### src/rtl/spi_cfg_pkg.sv
// Package: shared constants, command codes, state encoding and CRC-8 helpers
// for the serial configuration port. Assumes MSB-first serial order.
package spi_cfg_pkg;

    localparam int CODE_W = 4;
    localparam int ADDR_W = 7;
    localparam int DATA_W = 16;
    localparam int CRC_W  = 8;
    localparam int LEN_W  = 6;

    localparam logic [CRC_W-1:0] CRC_POLY = 8'h07;
    localparam logic [CRC_W-1:0] CRC_SEED = 8'h8A;

    typedef enum logic [CODE_W-1:0] {
        CMD_WR_CH = 4'h1,
        CMD_RD_CH = 4'h2,
        CMD_WR_GL = 4'h3,
        CMD_RD_GL = 4'h4
    } cmd_e;

    typedef enum logic [2:0] {
        ST_SHIFT,
        ST_ACK,
        ST_WRWAIT,
        ST_RDOUT,
        ST_DONE
    } eng_state_e;

    // One serial step of the CRC-8 register.
    function automatic logic [CRC_W-1:0] crc8_bit(input logic [CRC_W-1:0] c, input logic b);
        logic fb;
        fb = c[CRC_W-1] ^ b;
        return {c[CRC_W-2:0], 1'b0} ^ (fb ? CRC_POLY : '0);
    endfunction

    // CRC-8 of a whole data word, MSB first, from the seed.
    function automatic logic [CRC_W-1:0] crc8_word(input logic [DATA_W-1:0] d);
        logic [CRC_W-1:0] c;
        c = CRC_SEED;
        for (int i = DATA_W - 1; i >= 0; i--) begin
            c = crc8_bit(c, d[i]);
        end
        return c;
    endfunction

    // Total frame length in bits for a command code; unknown codes use the short form.
    function automatic logic [LEN_W-1:0] frame_len(input logic [CODE_W-1:0] code);
        case (code)
            CMD_WR_CH: return LEN_W'(CODE_W + ADDR_W + DATA_W + CRC_W);
            CMD_RD_CH: return LEN_W'(CODE_W + ADDR_W + CRC_W);
            CMD_WR_GL: return LEN_W'(CODE_W + DATA_W + CRC_W);
            default:   return LEN_W'(CODE_W + CRC_W);
        endcase
    endfunction

endpackage

### src/rtl/cfg_sync_edge.sv
// Module: brings chip select, serial clock and serial data into the clk domain
// through STAGES flops each, and produces one-cycle pulses on serial clock edges.
// Assumes STAGES >= 2 and a serial clock at least four times slower than clk.
module cfg_sync_edge #(
    parameter int STAGES = 2
) (
    input  logic clk,
    input  logic rst_n,
    input  logic cs_in,
    input  logic sclk_in,
    input  logic sdi_in,
    output logic cs_s,
    output logic sdi_s,
    output logic sclk_rise,
    output logic sclk_fall
);

    logic [STAGES-1:0] cs_p;
    logic [STAGES-1:0] sclk_p;
    logic [STAGES-1:0] sdi_p;
    logic              sclk_prev;

    // Synchronizer chains for the three serial inputs.
    always_ff @(posedge clk) begin
        if (!rst_n) begin
            cs_p   <= '0;
            sclk_p <= '0;
            sdi_p  <= '0;
        end else begin
            cs_p   <= {cs_p[STAGES-2:0], cs_in};
            sclk_p <= {sclk_p[STAGES-2:0], sclk_in};
            sdi_p  <= {sdi_p[STAGES-2:0], sdi_in};
        end
    end

    // Delayed copy of the synchronized serial clock for edge detection.
    always_ff @(posedge clk) begin
        if (!rst_n) sclk_prev <= 1'b0;
        else        sclk_prev <= sclk_p[STAGES-1];
    end

    assign cs_s      = cs_p[STAGES-1];
    assign sdi_s     = sdi_p[STAGES-1];
    assign sclk_rise = sclk_p[STAGES-1] & ~sclk_prev;
    assign sclk_fall = ~sclk_p[STAGES-1] & sclk_prev;

endmodule

### src/rtl/cfg_crc8_serial.sv
// Module: running CRC-8 over the incoming frame bits. It is cleared to the seed
// while clear is high and advances one bit per step pulse. crc_next shows the
// value after the current bit, so the frame check can use it in the same cycle.
module cfg_crc8_serial
    import spi_cfg_pkg::*;
(
    input  logic             clk,
    input  logic             rst_n,
    input  logic             clear,
    input  logic             step,
    input  logic             bit_in,
    output logic [CRC_W-1:0] crc_next
);

    logic [CRC_W-1:0] crc_q;

    assign crc_next = crc8_bit(crc_q, bit_in);

    // Remainder register: seed on clear, update on each received bit.
    always_ff @(posedge clk) begin
        if (!rst_n || clear) crc_q <= CRC_SEED;
        else if (step)       crc_q <= crc_next;
    end

endmodule

### src/rtl/cfg_reg_bank.sv
// Module: configuration storage with one word per channel and one global word.
// Writes are single-cycle strobes from the frame engine. Reads are combinational.
// Assumes the engine only issues channel strobes for in-range addresses.
module cfg_reg_bank
    import spi_cfg_pkg::*;
#(
    parameter int CHANNELS = 8
) (
    input  logic              clk,
    input  logic              rst_n,
    input  logic              wr_stb,
    input  logic              wr_global,
    input  logic [ADDR_W-1:0] wr_addr,
    input  logic [DATA_W-1:0] wr_data,
    input  logic [ADDR_W-1:0] rd_addr,
    output logic [DATA_W-1:0] ch_rdata,
    output logic [DATA_W-1:0] gl_rdata
);

    logic [DATA_W-1:0] ch_mem [CHANNELS];
    logic [DATA_W-1:0] gl_q;

    for (genvar c = 0; c < CHANNELS; c++) begin : g_chan
        // Per-channel word, loaded when the strobe addresses this channel.
        always_ff @(posedge clk) begin
            if (!rst_n) ch_mem[c] <= '0;
            else if (wr_stb && !wr_global && wr_addr == ADDR_W'(c)) ch_mem[c] <= wr_data;
        end
    end

    // Global word, loaded by global write strobes only.
    always_ff @(posedge clk) begin
        if (!rst_n)                 gl_q <= '0;
        else if (wr_stb && wr_global) gl_q <= wr_data;
    end

    // Channel read mux over the stored words.
    always_comb begin
        ch_rdata = '0;
        for (int c = 0; c < CHANNELS; c++) begin
            if (rd_addr == ADDR_W'(c)) ch_rdata = ch_mem[c];
        end
    end

    assign gl_rdata = gl_q;


    wr_addr_range_chk: assert property (@(posedge clk) disable iff (!rst_n)
        (wr_stb && !wr_global) |-> (32'(wr_addr) < CHANNELS));

endmodule

### src/rtl/cfg_frame_engine.sv
// Module: decodes command frames from the synchronized serial stream, checks
// CRC, code and address, drives the acknowledge, commits writes and shifts out
// read data with its CRC. Assumes one-cycle edge pulses from cfg_sync_edge.
// All of its state returns to idle whenever chip select is low.
module cfg_frame_engine
    import spi_cfg_pkg::*;
#(
    parameter int CHANNELS = 8
) (
    input  logic              clk,
    input  logic              rst_n,
    input  logic              cs_s,
    input  logic              sdi_s,
    input  logic              sclk_rise,
    input  logic              sclk_fall,
    output logic              wr_stb,
    output logic              wr_global,
    output logic [ADDR_W-1:0] wr_addr,
    output logic [DATA_W-1:0] wr_data,
    output logic [ADDR_W-1:0] rd_addr,
    input  logic [DATA_W-1:0] ch_rdata,
    input  logic [DATA_W-1:0] gl_rdata,
    output logic              sdo
);

    localparam int PAY_W = ADDR_W + DATA_W;
    localparam int OUT_W = DATA_W + CRC_W;
    localparam int OCNT_W = $clog2(OUT_W + 1);

    eng_state_e          state;
    logic [LEN_W-1:0]    bitcnt;
    logic [PAY_W-2:0]    sh;
    logic [PAY_W-1:0]    s_next;
    logic [CODE_W-1:0]   code_q;
    logic [CODE_W-1:0]   code_cur;
    logic [LEN_W-1:0]    len_cur;
    logic [ADDR_W-1:0]   addr_q;
    logic [DATA_W-1:0]   data_q;
    logic                ok_q;
    logic                is_read_q;
    logic                is_glob_q;
    logic [OUT_W-1:0]    out_q;
    logic [OCNT_W-1:0]   outcnt;
    logic [1:0]          risecnt;
    logic                sdo_q;
    logic                wr_stb_q;
    logic [CRC_W-1:0]    crc_next;
    logic                in_shift_rise;
    logic                payload_end;
    logic                last_bit;
    logic                needs_addr;
    logic                code_known;
    logic                frame_ok;
    logic [DATA_W-1:0]   rd_data;

    cfg_crc8_serial i_crc (
        .clk      (clk),
        .rst_n    (rst_n),
        .clear    (!cs_s),
        .step     (in_shift_rise),
        .bit_in   (sdi_s),
        .crc_next (crc_next)
    );

    // Frame decode: field positions, frame end and accept decision.
    always_comb begin
        s_next        = {sh, sdi_s};
        code_cur      = (bitcnt == LEN_W'(CODE_W - 1)) ? s_next[CODE_W-1:0] : code_q;
        len_cur       = frame_len(code_cur);
        in_shift_rise = sclk_rise && state == ST_SHIFT;
        payload_end   = in_shift_rise && bitcnt >= LEN_W'(CODE_W - 1)
                        && (bitcnt + LEN_W'(1) == len_cur - LEN_W'(CRC_W));
        last_bit      = in_shift_rise && bitcnt >= LEN_W'(CODE_W)
                        && (bitcnt + LEN_W'(1) == len_cur);
        needs_addr    = code_q == CMD_WR_CH || code_q == CMD_RD_CH;
        code_known    = code_q == CMD_WR_CH || code_q == CMD_RD_CH
                        || code_q == CMD_WR_GL || code_q == CMD_RD_GL;
        frame_ok      = crc_next == '0 && code_known
                        && (!needs_addr || 32'(addr_q) < CHANNELS);
        rd_data       = is_glob_q ? gl_rdata : ch_rdata;
    end

    // Serial state machine: shift, acknowledge, write wait, read out, done.
    always_ff @(posedge clk) begin
        if (!rst_n || !cs_s) begin
            state     <= ST_SHIFT;
            bitcnt    <= '0;
            sh        <= '0;
            code_q    <= '0;
            addr_q    <= '0;
            data_q    <= '0;
            ok_q      <= 1'b0;
            is_read_q <= 1'b0;
            is_glob_q <= 1'b0;
            out_q     <= '0;
            outcnt    <= '0;
            risecnt   <= '0;
            sdo_q     <= 1'b0;
            wr_stb_q  <= 1'b0;
        end else begin
            wr_stb_q <= 1'b0;
            case (state)
                ST_SHIFT: begin
                    if (in_shift_rise) begin
                        sh     <= s_next[PAY_W-2:0];
                        bitcnt <= bitcnt + LEN_W'(1);
                        if (bitcnt == LEN_W'(CODE_W - 1)) code_q <= s_next[CODE_W-1:0];
                        if (payload_end) begin
                            addr_q <= (code_cur == CMD_WR_CH) ? s_next[PAY_W-1:DATA_W]
                                                              : s_next[ADDR_W-1:0];
                            data_q <= s_next[DATA_W-1:0];
                        end
                        if (last_bit) begin
                            ok_q      <= frame_ok;
                            is_read_q <= code_q == CMD_RD_CH || code_q == CMD_RD_GL;
                            is_glob_q <= code_q == CMD_WR_GL || code_q == CMD_RD_GL;
                            state     <= ST_ACK;
                        end
                    end
                end
                ST_ACK: begin
                    if (sclk_fall) begin
                        sdo_q <= ok_q;
                        if (!ok_q) begin
                            state <= ST_DONE;
                        end else if (is_read_q) begin
                            out_q  <= {rd_data, crc8_word(rd_data)};
                            outcnt <= '0;
                            state  <= ST_RDOUT;
                        end else begin
                            risecnt <= '0;
                            state   <= ST_WRWAIT;
                        end
                    end
                end
                ST_WRWAIT: begin
                    if (sclk_fall) sdo_q <= 1'b0;
                    if (sclk_rise) begin
                        if (risecnt == 2'd2) begin
                            wr_stb_q <= 1'b1;
                            state    <= ST_DONE;
                        end else begin
                            risecnt <= risecnt + 2'd1;
                        end
                    end
                end
                ST_RDOUT: begin
                    if (sclk_fall) begin
                        if (outcnt < OCNT_W'(OUT_W)) begin
                            sdo_q  <= out_q[OUT_W-1];
                            out_q  <= {out_q[OUT_W-2:0], 1'b0};
                            outcnt <= outcnt + OCNT_W'(1);
                        end else begin
                            sdo_q <= 1'b0;
                            state <= ST_DONE;
                        end
                    end
                end
                default: begin
                    if (sclk_fall) sdo_q <= 1'b0;
                end
            endcase
        end
    end

    assign sdo       = sdo_q;
    assign wr_stb    = wr_stb_q;
    assign wr_global = is_glob_q;
    assign wr_addr   = addr_q;
    assign wr_data   = data_q;
    assign rd_addr   = addr_q;


    sdo_quiet_in_shift_chk: assert property (@(posedge clk) disable iff (!rst_n)
        (state == ST_SHIFT) |-> !sdo_q);


    sdo_moves_on_fall_chk: assert property (@(posedge clk) disable iff (!rst_n)
        !$stable(sdo_q) |-> ($past(sclk_fall) || !$past(cs_s)));


    commit_needs_ack_chk: assert property (@(posedge clk) disable iff (!rst_n)
        wr_stb_q |-> (ok_q && !is_read_q));


    commit_on_rise_chk: assert property (@(posedge clk) disable iff (!rst_n)
        wr_stb_q |-> $past(sclk_rise));

endmodule

### src/rtl/cfg_serial_port.sv
// Module (top): serial configuration port. Synchronizes the serial lines,
// decodes CRC-protected command frames and holds the configuration words.
// Assumes the serial clock runs at most a quarter of the clk rate.
module cfg_serial_port #(
    parameter int CHANNELS    = 8,
    parameter int SYNC_STAGES = 2
) (
    input  logic clk,
    input  logic rst_n,
    input  logic cs_i,
    input  logic sclk_i,
    input  logic sdi_i,
    output logic sdo_o
);
    import spi_cfg_pkg::*;

    logic              cs_s;
    logic              sdi_s;
    logic              sclk_rise;
    logic              sclk_fall;
    logic              wr_stb;
    logic              wr_global;
    logic [ADDR_W-1:0] wr_addr;
    logic [DATA_W-1:0] wr_data;
    logic [ADDR_W-1:0] rd_addr;
    logic [DATA_W-1:0] ch_rdata;
    logic [DATA_W-1:0] gl_rdata;

    cfg_sync_edge #(.STAGES(SYNC_STAGES)) i_sync (
        .clk       (clk),
        .rst_n     (rst_n),
        .cs_in     (cs_i),
        .sclk_in   (sclk_i),
        .sdi_in    (sdi_i),
        .cs_s      (cs_s),
        .sdi_s     (sdi_s),
        .sclk_rise (sclk_rise),
        .sclk_fall (sclk_fall)
    );

    cfg_frame_engine #(.CHANNELS(CHANNELS)) i_engine (
        .clk       (clk),
        .rst_n     (rst_n),
        .cs_s      (cs_s),
        .sdi_s     (sdi_s),
        .sclk_rise (sclk_rise),
        .sclk_fall (sclk_fall),
        .wr_stb    (wr_stb),
        .wr_global (wr_global),
        .wr_addr   (wr_addr),
        .wr_data   (wr_data),
        .rd_addr   (rd_addr),
        .ch_rdata  (ch_rdata),
        .gl_rdata  (gl_rdata),
        .sdo       (sdo_o)
    );

    cfg_reg_bank #(.CHANNELS(CHANNELS)) i_bank (
        .clk       (clk),
        .rst_n     (rst_n),
        .wr_stb    (wr_stb),
        .wr_global (wr_global),
        .wr_addr   (wr_addr),
        .wr_data   (wr_data),
        .rd_addr   (rd_addr),
        .ch_rdata  (ch_rdata),
        .gl_rdata  (gl_rdata)
    );

endmodule

### config.mk
export PLATFORM = sky130hd
export DESIGN_NAME = cfg_serial_port
export DESIGN_NICKNAME = d
export VERILOG_FILES = /design/src/rtl/spi_cfg_pkg.sv /design/src/rtl/cfg_sync_edge.sv /design/src/rtl/cfg_crc8_serial.sv /design/src/rtl/cfg_reg_bank.sv /design/src/rtl/cfg_frame_engine.sv /design/src/rtl/cfg_serial_port.sv
export SDC_FILE = /design/constraint.sdc
export NUM_CORES = 1
export LEC_CHECK = 0
export ABC_AREA = 1
export BUFFER_PORTS_ARGS = -buffer_cell sky130_fd_sc_hd__buf_2
export CORE_MARGIN = 3
export CORE_UTILIZATION = 45
export CTS_BUF_LIST = sky130_fd_sc_hd__clkbuf_2
export CTS_CLUSTER_DIAMETER = 50
export CTS_CLUSTER_SIZE = 28
export DETAILED_ROUTE_END_ITERATION = 10
export GPL_TIMING_DRIVEN = 0
export HOLD_SLACK_MARGIN = 0.12
export SYNTH_ARGS = -nofsm -noshare
export SYNTH_HDL_FRONTEND = slang
export SYNTH_HIERARCHICAL = 1
export SYNTH_SLANG_ARGS = --single-unit
### constraint.sdc
create_clock -name clk -period 3.1 [get_ports clk]
set_input_delay 0.62 -clock clk [delete_from_list [all_inputs] [get_ports clk]]
set_output_delay 0.62 -clock clk [all_outputs]
set_load 0.005 [all_outputs]
======== Word level (Yosys, flattened, before mapping) ========
Memories as Yosys holds them, arrays and structs flattened.
Index checks and enable logic that the tools add are counted.
operators by class
  $add $sub $neg .......................... 4
  order comparisons ....................... 4
  equal/unequal tests ..................... 33
  mux-type cells .......................... 96
  bitwise logic cells ..................... 48
  reductions and logical operators ........ 42
operators by type and width
  kind                                                                     count
  16-bit two-way mux                                                       17
  24-bit two-way mux                                                       5
  8-bit XOR                                                                15
  3-bit two-way mux                                                        25
  24-bit one-hot mux with 2 select lines                                   1
  1-bit two-way mux                                                        31
  7-bit by 3-bit == test with 1-bit output, second input constant          4
  5-bit two-way mux                                                        5
  6-bit one-hot mux with 3 select lines                                    1
  1-bit logical AND                                                        17
  4-bit by 2-bit == test with 1-bit output, second input constant          4
  2-bit by 1-bit inequality test with 1-bit output, second input constant  8
  1-bit XOR                                                                15
  7-bit by 2-bit == test with 1-bit output, second input constant          2
  6-bit == test                                                            2
  3-bit one-hot mux with 4 select lines                                    1
  6-bit AND reduction                                                      2
  2-bit two-way mux                                                        5
  5-bit one-hot mux with 2 select lines                                    1
  4-bit by 1-bit == test with 1-bit output, second input constant          2
  8-bit logical NOT                                                        1
  2-bit inequality test, second input constant                             4
  1-bit bitwise OR                                                         8
  8-bit AND reduction                                                      1
  32 further kinds                                                         50
storage, ports and cells
  bits in registers ....................... 125
  RAM bits ................................ 128
  input bits .............................. 5
  output and inout bits ................... 1
  word-level logic and storage cells ...... 248
  memories kept ........................... 1
memory list
  memory         words  width  read ports  clocked after memory_dff  write ports  line                RTL
  i_bank.ch_mem  8      16     8           0                         8            cfg_reg_bank.sv:20  logic [DATA_W-1:0] ch_mem [CHANNELS];

======== Depth between registers and ports, before layout ========
  depth in word-level cells ............... 59
  gate-level depth with buffers ........... 25
  depth with buffers taken out ............ 24

======== Cells and area by module ========
Netlist, hierarchy kept.
by module, submodules not included
  module            times used  cells an instance  area an instance (sq um)  seq. area each (sq um)
  cfg_reg_bank      1           667                6571.3                    4164.0
  cfg_frame_engine  1           909                5524.0                    1881.8
  cfg_crc8_serial   1           57                 396.6                     160.2
  cfg_sync_edge     1           25                 207.7                     140.1

======== Worst setup path after synthesis ========
OpenSTA, ideal clock, no wires.
  path kind ............................... register -> register
  start point ............................. register i_engine.bitcnt[0]
  end point ............................... register i_engine.addr_q[0] (netlist: i_engine/rd_addr[0])
  library setup time ...................... 0.110 ns
  arrival ................................. 2.444 ns
  required time ........................... 2.990 ns
  path slack .............................. 0.546 ns
  stages on the path, launching flop included .. 17
  buffers on the path ..................... 2
  period minus slack after synthesis ...... 2.554 ns
  cell sequence ........................... dfxtp_1 -> ha_1 -> nand3_2 -> buf_6 -> nand2_2 -> nand2_2 -> nor2_4 -> nand2_4 -> nand2_1 -> ha_1 -> nand2_1 -> nand3_1 -> nor3_4 -> buf_2 -> nand3_1 -> nand2_1 -> nor2_1
on the way
  longest elaborated chain between the ends .. 8
  elaborated cells on any way between the ends .. 14
  those cells by class .................... add/sub (2); order compare (1); eq/ne (5); mux (3); reduce/logical (3)
ends and longest elaborated chain
  element                                                                                               line                                        RTL
  start, declared                                                                                       cfg_frame_engine.sv:31                      logic [LEN_W-1:0] bitcnt;
  start signal, assigned                                                                                cfg_frame_engine.sv:106                     bitcnt <= bitcnt + LEN_W'(1);
  6-bit by 2-bit == test with 1-bit output                                                              cfg_frame_engine.sv:68                      code_cur = (bitcnt == LEN_W'(CODE_W - 1)) ? s_next[CODE_W-1:0] : code_q;
  4-bit two-way mux                                                                                     cfg_frame_engine.sv:68
  4-bit by 2-bit == test with 1-bit output or 4-bit by 1-bit == test with 1-bit output (tied branches)  spi_cfg_pkg.sv:48, cfg_frame_engine.sv:109
  6-bit one-hot mux with 3 select lines                                                                 spi_cfg_pkg.sv:48                           case (code)
  6-bit by 4-bit subtractor with 6-bit output                                                           cfg_frame_engine.sv:72                      && (bitcnt + LEN_W'(1) == len_cur - LEN_W'(CRC_W));
  6-bit == test                                                                                         cfg_frame_engine.sv:72
  1-bit logical AND                                                                                     cfg_frame_engine.sv:72
  3-bit AND reduction (no line)                                                                         n/a
  end signal, assigned                                                                                  cfg_frame_engine.sv:109                     addr_q <= (code_cur == CMD_WR_CH) ? s_next[PAY_W-1:DATA_W]
  end, declared                                                                                         cfg_frame_engine.sv:37                      logic [ADDR_W-1:0] addr_q;
Several ways; a longest one is shown, not always the timed one.
A chain may end at the register's enable or synchronous reset.

======== Worst setup path in the final report ========
  start point ............................. register i_engine.addr_q[5] (netlist: i_engine/rd_addr[5])
  end point ............................... register i_engine.out_q[5]
on the way
  elaborated cells on any way between the ends .. 54
  those cells by class .................... eq/ne (7); mux (22); bitwise (24); reduce/logical (1)
RTL lines
  element                                   line                     RTL
  7-bit logical NOT                         cfg_reg_bank.sv:41       if (rd_addr == ADDR_W'(c)) ch_rdata = ch_mem[c];
  16-bit two-way mux (7 in series)          cfg_reg_bank.sv:41
  16-bit two-way mux *                      cfg_reg_bank.sv:41
  net ch_rdata[3]                           cfg_serial_port.sv:26    logic [DATA_W-1:0] ch_rdata;
  16-bit two-way mux *                      cfg_frame_engine.sv:80   rd_data = is_glob_q ? gl_rdata : ch_rdata;
  1-bit XOR *                               spi_cfg_pkg.sv:32        fb = c[CRC_W-1] ^ b;
  3-bit two-way mux *                       spi_cfg_pkg.sv:33        return {c[CRC_W-2:0], 1'b0} ^ (fb ? CRC_POLY : '0);
  8-bit XOR * (4 in series)                 spi_cfg_pkg.sv:33
  24-bit two-way mux *                      cfg_frame_engine.sv:126  end else if (is_read_q) begin
  24-bit two-way mux *                      cfg_frame_engine.sv:124  if (!ok_q) begin
  24-bit two-way mux *                      cfg_frame_engine.sv:122  if (sclk_fall) begin
  24-bit one-hot mux with 2 select lines *  cfg_frame_engine.sv:102  case (state)
  end signal, assigned                      cfg_frame_engine.sv:127  out_q <= {rd_data, crc8_word(rd_data)};
  end signal, assigned                      cfg_frame_engine.sv:151  out_q <= {out_q[OUT_W-2:0], 1'b0};
  end, declared                             cfg_frame_engine.sv:42   logic [OUT_W-1:0] out_q;
The timed path passes the listed nets; every way through them passes the cells marked *. The select of a mux whose other input is x is not followed.

==> results.cfg <==
[status]
status = finished, final reports clean

[clocking]
cts_tree = done
clock_latency_ps = 950
clkTransAtPathRegs_ps = 230
clock_path_buffers = 3
cts_made_buffers = 31
cts.sinks = 253
htree_levels = 1
cts_root_buf = clkbuf_2

[worst_setup_path]
cp_slowest_cell = o21ai_0
critical_path_required_ps = 3900
worstPathCellList = inv_1, nand2_2, nor2_4, buf_12, clkbuf_2, nand3_1, nand4_1, nor2_1, nand4_1, o21ai_0, inv_1, nand3_1, nand2_1, xnor2_2, nand2_1, nand3_1, nand2_1, a21oi_1
crit_fanout = 10
cp-start-kind = flip-flop
worst-setup-path-type = reg -> reg
worstPathArrival_ps = 3780
end_kind = flip-flop
critPathMaxStageDelay_ps = 550

[grt]
grt_max_degree = 17
first_global_vias = 10100
grt_pass1_wl_microns = 51500
grt.total_usage = 0.208
antenna_found_initial = 1
grt_overflow = 0

[logic_synthesis]
ys_warn_count = 6
yosysTopAreaCell = edfxtp_1
synth_flop_cell = edfxtp_1
synth-adder-area-share = 0.00493
synth_area_per_cell_sq_um = 7.66
synth_cells = 1658
synth_top_area_share = 0.303
synth_edf_count = 128
synth_top_family_by_area = simple AND/OR/NAND/NOR gates
synth_async_sr_flop_share = 0
synth_compound_area_frac = 0.0815
synth_cell_types = 43
yosysSeqAreaShare = 0.500
syn_nets = 1668
muxShareOfSynthArea = 0
ys_top_cells_by_count = 452 x nand2_1, 219 x nor2_1, 197 x inv_1
synth_xor_xnor_area_share = 0.00621
synthSimpleGateAreaFrac = 0.310
synth.most_common_cell = nand2_1
ys_ff_latch = 253
syn_area_sq_um = 12700
synth_area_leaders = edfxtp_1 30%, dfxtp_1 20%, nand2_1 13%, nor2_1 6.5%, inv_1 5.8%

[power_and_ir_drop]
switching_share = 0.268
p_sw_mw = 1.63
power_density_nw_per_um2 = 428
p_leak_nw = 5.52
combPwrFrac = 0.064
peakVddDrop_uv = 241
clkPwrFrac = 0.339
pwr-share-seq = 0.597
total_power_mw = 6.07
internal-power_mw = 4.44

[routing]
wl_per_cell_microns = 15.1
drc = 0
wirelength_microns = 32000
drt-vias-per-instance = 5.04
ant_nets = 0
dr.first_iter.drc_count = 835
drt_pass1_iterations = 7
via_count = 10700

[layout]
layout-drive-gt1-share = 0.148
syn2layout_area_growth_pct = 11.8
seqCellArea_sq_um = 6370
multiInputGateArea_sq_um = 5400
nNetsFinal = 1724
final.fill_count = 2721

[sta]
holdWs_ps = 412
fin_worst_skew_ps = 138
hold_viol = 0
worst_pin_slew_ps = 829
finalSetupViolCount = 0
slew_violations = 0
fin_crit_sh = 0.960
period_minus_slack_ps = 2980
maxSlewHeadroom = 0.446
fmax_ghz = 0.336
rsz0062_at_grt = yes

[placed_design]
gp_congestion = 0.836
place.detailed.hpwl_microns = 22700
numPortBuffers = 5

[die]
start_util = 0.465
die_w_microns = 174
fp-row-count = 60
pin_count = 6
die_area_sq_um = 30300
die_y_microns = 174
core_area_sq_um = 27300

[worst_hold_path]
hold_path_class = reg -> reg

[run]
cap_violations = 0
-- what timing repair did --
action / CTS / global route
hold buffers: 7 / 0
pin swaps: 0 / 21
gates resized for setup: 36 / 110
hold endpoints to repair: 7 / 0
setup endpoints to repair: 8 / 31
gates cloned: 0 / 0
setup buffers: 0 / 11
-- cells in the final DEF, fill, tap and decap left out, drive strengths merged, types with 2 or more instances in the layout --
| cell type | netlist | final |
|---|---|---|
| clkbuf | 39 | 65 |
| nor2 | 232 | 232 |
| buf | 39 | 61 |
| or2 | 15 | 15 |
| nand2 | 462 | 462 |
| dfxtp | 125 | 125 |
| dlygate4sd3 | 0 | 7 |
| or3 | 2 | 2 |
| nand4 | 25 | 25 |
| nor3b | 3 | 3 |
| inv | 201 | 209 |
| xnor2 | 5 | 5 |
| nor3 | 12 | 12 |
| xor2 | 4 | 4 |
| o21ai | 97 | 97 |
| a21oi | 77 | 77 |
| a31oi | 19 | 19 |
| clkinvlp | 0 | 8 |
| edfxtp | 128 | 128 |
| ha | 5 | 5 |
| diode | 0 | 2 |
| bufinv | 0 | 4 |
| nand3 | 142 | 142 |
| a211oi | 2 | 2 |
| clkinv | 17 | 23 |
-- stage by stage --
stage / TNS (ps) / std cells / area (sq um) / util / setup WS, ps
5_1_grt: -118 / 2113 / 14200 / 0.519 / -41.4
4_1_cts: 0 / 2100 / 13800 / 0.505 / 1.82
3_5_place_dp: -2090 / 2035 / 13200 / 0.483 / -369
2_1_floorplan: 0 / 1658 / 12700 / - / 546
6_report: 0 / 2113 / 14200 / 0.519 / 124
3_3_place_gp: -1520 / 2035 / 13200 / 0.483 / -299
-- cells by family after synthesis --
group | after synthesis
AOI/OAI and AO/OA | 198
xor gates and xnor gates | 9
adders and majority gates | 5
buffers and inverters | 296
DFF | 253
and+or+nand+nor | 897
-- worst paths after layout --
path / startpoint / to / slack (ps) / cells past startpoint
setup / recovery: i_engine/rd_addr[5] / i_engine/out_q[5] / 120 / 18
hold / removal: i_engine/sh[4] / i_engine/sh[5] / 410 / 2
setup reg to reg: i_engine/rd_addr[5] / i_engine/out_q[5] / 120 / 18
hold reg to reg: i_engine/sh[4] / i_engine/sh[5] / 410 / 2
-- cell type report --
class | count | area share
flip-flops and latches | 253 | 0.449
multi-input cells | 1109 | 0.380
inverters | 218 | 0.0577
plain buffers | 78 | 0.0346
well taps | 372 | 0.0328
clock inverters | 26 | 0.0208
repair buffers | 23 | 0.0134
clock buffers | 32 | 0.0113
diodes | 2 | 0.000353
-- power groups by stage --
stage | clock network, mW | registers, mW | logic [mW]
6_report | 2.05 | 3.62 | 0.390
5_1_grt | 2.27 | 3.64 | 0.437
4_1_cts | 2.13 | 3.63 | 0.353
3_5_place_dp | 0 | 3.70 | 0.342
3_3_place_gp | 0 | 3.70 | 0.336
2_1_floorplan | 0 | 3.69 | 0.246
-- per-layer routing --
layer  global-route usage  routed length (microns)  vias up
met1                0.297                    15200     4958
met4               0.0543                      613        0
met3               0.0271                     1630       43
li1                     -                        -     5443
met2                0.336                    14600      214
met5                    0                        0        -
-- flip-flops by register name, indices dropped and copies added, names as in the netlist, 3 cells and up --
name,count
i_bank/ch_mem,128
i_engine/out_q,24
i_engine/sh,22
i_bank/gl_rdata,16
i_engine/wr_data,16
i_engine/i_crc/crc_q,8
i_engine/rd_addr,7
i_engine/bitcnt,6
i_engine/outcnt,5
i_engine/code_q,4
i_engine/state,3
-- critical path: cells and delay by family (launching register included) --
family | cells | cell delay [ps]
AND/OR/NAND/NOR | 11 | 1140
AO/OA/AOI/OAI | 2 | 660
buffers and inverters | 4 | 550
flip-flops | 1 | 400
XOR/XNOR | 1 | 170
Power figures use the tool's default switching activity.
